<file path="config.mk">
export PLATFORM = sky130hd
export DESIGN_NAME = rsc_ctrl
export DESIGN_NICKNAME = d
export VERILOG_FILES = /design/src/rtl/rsc_pkg.sv /design/src/rtl/rsc_pin_qual.sv /design/src/rtl/rsc_stretch.sv /design/src/rtl/rsc_wdt_gate.sv /design/src/rtl/rsc_ctrl.sv
export SDC_FILE = /design/constraint.sdc
export NUM_CORES = 1
export LEC_CHECK = 0
export BUFFER_PORTS_ARGS = -buffer_cell sky130_fd_sc_hd__buf_2
export CAP_MARGIN = 20
export CORE_MARGIN = 10
export CORE_UTILIZATION = 51
export DETAILED_ROUTE_END_ITERATION = 7
export GPL_TIMING_DRIVEN = 0
export PLACE_DENSITY = 0.77
export SYNTH_ARGS = -nofsm -noshare
export SYNTH_HDL_FRONTEND = slang
export SYNTH_SLANG_ARGS = --single-unit
export TNS_END_PERCENT = 50
</file>
<file path="constraint.sdc">
create_clock -name clk_i -period 1.6 [get_ports clk_i]
set_input_delay 0.16 -clock clk_i [delete_from_list [all_inputs] [get_ports clk_i]]
set_output_delay 0.16 -clock clk_i [all_outputs]
set_load 0.05 [all_outputs]
</file>
<file path="src/rtl/rsc_pkg.sv">
package rsc_pkg;
  parameter int unsigned RSC_STAT_W = 16;
  typedef logic [RSC_STAT_W-1:0] rsc_stat_t;
  localparam rsc_stat_t RSC_CAUSE_PIN = rsc_stat_t'(0);
  localparam rsc_stat_t RSC_CAUSE_WDT = rsc_stat_t'(1);
endpackage

</file>
<file path="src/rtl/rsc_pin_qual.sv">
module rsc_pin_qual #(
  parameter int unsigned MIN_LOW = 20
) (
  input  logic clk_i,
  input  logic rst_ni,
  input  logic pin_ni,
  output logic qual_o
);
  localparam int unsigned CW = $clog2(MIN_LOW + 1);

  logic [1:0]    sync_q;
  logic [CW-1:0] low_cnt_q;

  always_ff @(posedge clk_i or negedge rst_ni) begin
    if (!rst_ni) begin
      sync_q    <= 2'b11;
      low_cnt_q <= '0;
    end else begin
      sync_q <= {sync_q[0], pin_ni};
      if (sync_q[1])                            low_cnt_q <= '0;
      else if (low_cnt_q != CW'(MIN_LOW))       low_cnt_q <= low_cnt_q + CW'(1);
    end
  end

  assign qual_o = (low_cnt_q == CW'(MIN_LOW));
endmodule

</file>
<file path="src/rtl/rsc_stretch.sv">
module rsc_stretch #(
  parameter int unsigned HOLD = 8
) (
  input  logic clk_i,
  input  logic rst_ni,
  input  logic trig_i,
  output logic busy_o
);
  localparam int unsigned CW = $clog2(HOLD + 1);

  logic [CW-1:0] cnt_q;
  logic          busy_q;

  // power-on counts as a trigger: start busy with a full hold loaded
  always_ff @(posedge clk_i or negedge rst_ni) begin
    if (!rst_ni) begin
      cnt_q  <= CW'(HOLD);
      busy_q <= 1'b1;
    end else if (trig_i) begin
      cnt_q  <= CW'(HOLD);
      busy_q <= 1'b1;
    end else begin
      if (cnt_q != '0) cnt_q <= cnt_q - CW'(1);
      busy_q <= (cnt_q > CW'(1));
    end
  end

  assign busy_o = busy_q;
endmodule

</file>
<file path="src/rtl/rsc_wdt_gate.sv">
module rsc_wdt_gate (
  input  logic clk_i,
  input  logic rst_ni,
  input  logic ovf_i,
  input  logic int_sel_i,
  input  logic rst_sel_i,
  output logic rst_req_o,
  output logic irq_o
);
  logic rst_mode;
  logic irq_q;

  assign rst_mode  = !int_sel_i && rst_sel_i;
  assign rst_req_o = ovf_i && rst_mode;

  always_ff @(posedge clk_i or negedge rst_ni) begin
    if (!rst_ni) irq_q <= 1'b0;
    else         irq_q <= ovf_i && !rst_mode;
  end

  assign irq_o = irq_q;
endmodule

</file>
<file path="src/rtl/rsc_ctrl.sv">
module rsc_ctrl
  import rsc_pkg::*;
#(
  parameter int unsigned MIN_LOW = 20,
  parameter int unsigned HOLD    = 8
) (
  input  logic                  clk_i,
  input  logic                  rst_ni,
  input  logic                  pin_rst_ni,
  input  logic                  wdt_ovf_i,
  input  logic                  wdt_int_sel_i,
  input  logic                  wdt_rst_sel_i,
  output logic                  full_rst_no,
  output logic                  keep_rst_no,
  output logic                  wdt_irq_o,
  output logic [RSC_STAT_W-1:0] rst_cause_o
);
  localparam int unsigned N_DOM = 2;  // 0: full, 1: retained

  logic      pin_qual;
  logic      wdt_req;
  logic      any_trig;
  rsc_stat_t cause_q;
  logic [N_DOM-1:0] dom_trig;
  logic [N_DOM-1:0] dom_busy;

  rsc_pin_qual #(.MIN_LOW(MIN_LOW)) u_pin (
    .clk_i  (clk_i),
    .rst_ni (rst_ni),
    .pin_ni (pin_rst_ni),
    .qual_o (pin_qual)
  );

  rsc_wdt_gate u_wdt (
    .clk_i     (clk_i),
    .rst_ni    (rst_ni),
    .ovf_i     (wdt_ovf_i),
    .int_sel_i (wdt_int_sel_i),
    .rst_sel_i (wdt_rst_sel_i),
    .rst_req_o (wdt_req),
    .irq_o     (wdt_irq_o)
  );

  assign any_trig    = pin_qual || wdt_req;
  assign dom_trig[0] = any_trig;
  assign dom_trig[1] = pin_qual;  // retained state survives a watchdog reset

  for (genvar d = 0; d < N_DOM; d++) begin : g_dom
    rsc_stretch #(.HOLD(HOLD)) u_str (
      .clk_i  (clk_i),
      .rst_ni (rst_ni),
      .trig_i (dom_trig[d]),
      .busy_o (dom_busy[d])
    );
  end

  // cause register lives in the retained domain; written only on acceptance, pin first
  always_ff @(posedge clk_i or negedge rst_ni) begin
    if (!rst_ni)       cause_q <= RSC_CAUSE_PIN;
    else if (pin_qual) cause_q <= RSC_CAUSE_PIN;
    else if (wdt_req)  cause_q <= RSC_CAUSE_WDT;
  end

  assign full_rst_no = !dom_busy[0];
  assign keep_rst_no = !dom_busy[1];
  assign rst_cause_o = cause_q;
endmodule

</file>
== Word-level counts from Yosys, hierarchy flattened ==
Cells that the tools add are included.
Operators by class
  add/subtract/negate cells: 3
  equal/unequal tests: 2
  reduce and logical (&&, ||, !) cells: 14
  order comparisons: 2
  mux-type cells: 10
Operators with widths (count)
  16-bit 2-to-1 mux: 2
  4-bit 2-to-1 mux: 4
  5-bit 2-to-1 mux: 2
  4-bit by 1-bit greater-than comparator with 1-bit output (second input constant): 2
  2-bit nonzero test: 4
  4-bit nonzero test: 2
  4-bit by 1-bit subtractor with 4-bit output (second input constant): 2
  5-bit by 1-bit adder with 5-bit output (second input constant): 1
  5-bit == test (second input constant): 1
  5-bit inequality test (second input constant): 1
  1-bit zero test: 4
  1-bit logical AND: 3
  1-bit 2-to-1 mux: 2
  1-bit logical OR: 1
Word-level totals
  flip-flop bits (word level): 34
  logic and storage cells: 39

== Depth between registers and ports, before layout ==
  depth after elaboration: 5
  mapped depth: 6

== By module ==
From an unflattened synthesis, not the netlist that was laid out.
Second synthesis, totals
  cells, all modules: 105
  area total of the unflattened synthesis: 1118.6 um2
Modules (own cells, without submodules)
  rsc_stretch: area each 270.3 um2, cells each 25, sequential area each 127.6 um2, instances 2
  rsc_pin_qual: area each 370.4 um2, cells each 30, sequential area each 177.7 um2, instances 1
  rsc_ctrl: area each 165.2 um2, cells each 21, sequential area each 25.0 um2, instances 1
  rsc_wdt_gate: area each 42.5 um2, cells each 4, sequential area each 25.0 um2, instances 1

== Least setup slack after synthesis ==
No wires, ideal clock.
  path kind: reg2reg
  start point: register u_pin.low_cnt_q[0]
  end point: register g_dom[0].u_str.busy_q
  cell stages (with the launch flop): 6
  setup slack: 0.206 ns
  setup time: 0.094 ns
  path buffers: 0
  arrival: 1.300 ns
  period minus slack after synthesis: 1.394 ns
  cells stage by stage: dfrtp_1 inv_1 ha_1 nand4b_4 nand2b_4 or4_4
Between the ends
  longest elaborated chain between the ends: 3
Ends and longest elaborated chain
  start: declaration: RTL line rsc_pin_qual.sv:12  | logic [CW-1:0] low_cnt_q;
  start signal: assignment: RTL line rsc_pin_qual.sv:21  | else if (low_cnt_q != CW'(MIN_LOW)) low_cnt_q <= low_cnt_q + CW'(1);
  5-bit == test: RTL line rsc_pin_qual.sv:25  | assign qual_o = (low_cnt_q == CW'(MIN_LOW));
  1-bit logical OR: RTL line rsc_ctrl.sv:44  | assign any_trig = pin_qual || wdt_req;
  1-bit 2-to-1 mux: RTL line rsc_stretch.sv:19  | end else if (trig_i) begin
  end signal: assignment: RTL line rsc_stretch.sv:24  | busy_q <= (cnt_q > CW'(1));
  end: declaration: RTL line rsc_stretch.sv:12  | logic busy_q;
No other way between the ends.
A chain may end at the register's enable or synchronous reset.

== Worst setup path after layout ==
Ends and elaborated chain as after synthesis.

==> impl_metrics.ini <==
[die]
pin_count = 25
start_util_pct = 53.0
coreArea_sq_um = 1940
num_rows = 16
die_w_um = 64.9
die_y_um = 64.9
die-area_sq_um = 4220

[synthesis]
syn_area_sq_um = 1030
yosys_warnings = 0
synth-seq-cells = 19
synth_xor_area_share_pct = 4.25
synth_fa_ha_area_share_pct = 7.29
synth_seq_area_share_pct = 46.9
synth_most_common_cell = buf_4
post-synth-top-area-cell = dfrtp_1
yosysTopAreaCellShare_pct = 31.6
synth-compound-area-share_pct = 6.68
synthMuxAreaShare_pct = 0
synth_edf_count = 0
synth_ff_type = dfrtp_1
synth_common_cells = 15 x buf_4, 13 x dfrtp_1, 11 x nor2_1, 9 x inv_1
synth_area_per_cell_sq_um = 10.5
yosys-top-cells-area = dfrtp_1 32%, dfstp_2 15%, buf_4 11%
ys_async_sr_fraction_pct = 100
netlist_instances = 98
synth_top_family_by_area = simple AND/OR/NAND/NOR gates
synthSimpleGateAreaFrac_pct = 19.8
synth_cell_types = 28

[setup_path]
crit_start = u_pin.low_cnt_q[0]$_DFFE_PN0P_
crit_slowest_cell = or4_4
cp.required_ns = 1.82
cpPeakStageDelay_ns = 0.47
rr_startpoint = u_pin.low_cnt_q[0]$_DFFE_PN0P_
cp_max_fo = 5
crit_path_end_kind = flip-flop
crit_chain = inv_1, ha_1, nand4b_4, nand2b_4, or4_4
startpoint_type = flip-flop
crit_buf_inv = 1
path_class = reg -> reg
crit_arrival_ns = 1.73
critical-path-top-delay-family = simple AND/OR/NAND/NOR gates

[cells_and_area]
drive_gt1_share_pct = 31.5
multi_input_area_sq_um = 455
n_fill_cell = 188
antenna_cells = 0
final-seq-area_sq_um = 483
layout.cells.non_filler = 154
area_delta_synth_final_pct = 18.0
finish.instance_area_sq_um = 1210
nets = 140
final_util_pct = 62.6

[global_routing]
use_met1_pct = 8.19
antenna_found_initial = 0
gr-total-overflow = 0
grt_pass1_vias = 713
grtUsageTotal_pct = 9.13
gr-usage-met3_pct = 2.92
grt_pass1_wl_mm = 3.08
grt_max_degree = 20
use_met2_pct = 18.0
grt-busiest-layer = met2

[worst_hold_path]
hold_class = in -> reg
hp-start = wdt_rst_sel_i

[timing]
setup_viol = 0
period_share_pct = 94.3
clock_skew_ns = 0.0107
hold_viol = 0
slew_viol_final = 0
fin_crit_ns = 1.51
tns_ns = 0
fmax_mhz = 663

[place]
post_dp_cell_area_sq_um = 1160
dpl.hpwl_mm = 1.46
dp_cells = 148
port_buffers = 9
gp_congestion = 0.704

[cts]
postCtsSetupBuffers = 0
root_buffer = clkbuf_4
clock_latency_ns = 0.30
clkSinkCount = 19
clk_pin_slew_ns = 0.11
numCtsBuffers = 3
htreeDepth = 1
cts_tree = built
cts_buffer_depth = 2

[route]
first_pass_iters = 4
wl_per_cell_um = 12.1
remaining_drc_errors = 0
drt_first_iter_violations = 24
viasPerCell = 4.48
wl_mm = 1.87
ant_nets = 0
dr_total_vias = 690

[power]
power_density_nw_per_um2 = 1420
totalPowerFinal_w = 0.00172
vdd_drop_max_mv = 0.829
p_leak_nw = 0.646

[outcome]
status = completed

[flow_run]
drv_cap = 0
-- flip-flops by register name (all words and copies together) (netlist names) --
name                count
u_pin.low_cnt_q         5
g_dom.u_str.cnt_q       8
g_dom.u_str.busy_o      2
u_pin.sync_q            2
rst_cause_o             1
u_wdt.irq_o             1
-- worst paths after layout --
kind | to | slack, ns | depth (start not counted)
min in group asynchronous | u_pin.low_cnt_q[3]$_DFFE_PN0P_ | 0.33 | 2
max | g_dom[0].u_str.busy_o$_DFF_PN1_ | 0.09 | 5
max reg2reg | g_dom[0].u_str.busy_o$_DFF_PN1_ | 0.09 | 5
min | u_wdt.irq_o$_DFF_PN0_ | 0.04 | 2
min reg2reg | u_pin.sync_q[1]$_DFF_PN1_ | 0.37 | 0
max in group asynchronous | u_pin.sync_q[0]$_DFF_PN1_ | 0.93 | 2
-- layer usage --
layer  part of all wire, %  up-vias
met2                    58        9
li1                      -      349
met4                   1.3        0
met3                   4.1        4
met5                     0        -
met1                    36      328
-- final cells by class --
class	instances	share of cell area (%)
Sequential cell	19	39.8
Multi-Input combinational cell	68	37.5
Buffer	16	9.68
Timing Repair Buffer	11	5.36
Inverter	9	2.78
Tap cell	27	2.78
Clock buffer	4	2.16
-- cell usage in the layout, fill, tap and decap left out, drive strengths merged --
cell,n
nor2,11
nand3b,2
nor3,4
dlygate4sd3,2
clkbuf,4
or4,1
or3,2
dfstp,6
xnor2,3
nand2,2
a21boi,1
conb,15
or3b,2
nand3,2
and4b,1
a211o,2
inv,9
dfrtp,13
xor2,2
nand4b,1
buf,25
a21oi,4
a211oi,2
o211ai,1
nand2b,3
ha,6
and3b,1
-- cell families (layout without fill, tap and decap cells) --
group                      Yosys count  count (layout)
adders and majority gates            6               6
AOI/OAI and AO/OA                   10              10
and+or+nand+nor                     32              32
buffers and inverters               25              40
other                                1              15
xor gates and xnor gates             5               5
DFF                                 19              19
-- power by group --
| group | leakage (nW) | switching, W | internal [W] |
|---|---|---|---|
| sequential | 0.224 | 0.000113 | 0.000651 |
| combinational | 0.406 | 0.000405 | 0.000310 |
| clock | 0.0150 | 0.000145 | 0.0000972 |
-- repair_timing --
item	in CTS	in global routing
gates resized for setup	0	2
endpoints found under the hold margin	14	0
hold buffers	2	0
setup endpoints to repair	0	3
-- metrics by stage --
stage / hold slack, ns / setup WS (ns)
2_1_floorplan: -0.136 / 0.206
3_5_place_dp: 0.124 / 0.0767
3_3_place_gp: 0.119 / 0.136
4_1_cts: 0.0393 / 0.0424
5_1_grt: 0.0490 / -0.00622
6_report: 0.0430 / 0.0909
No activity file was read; power rests on OpenSTA's default activity.
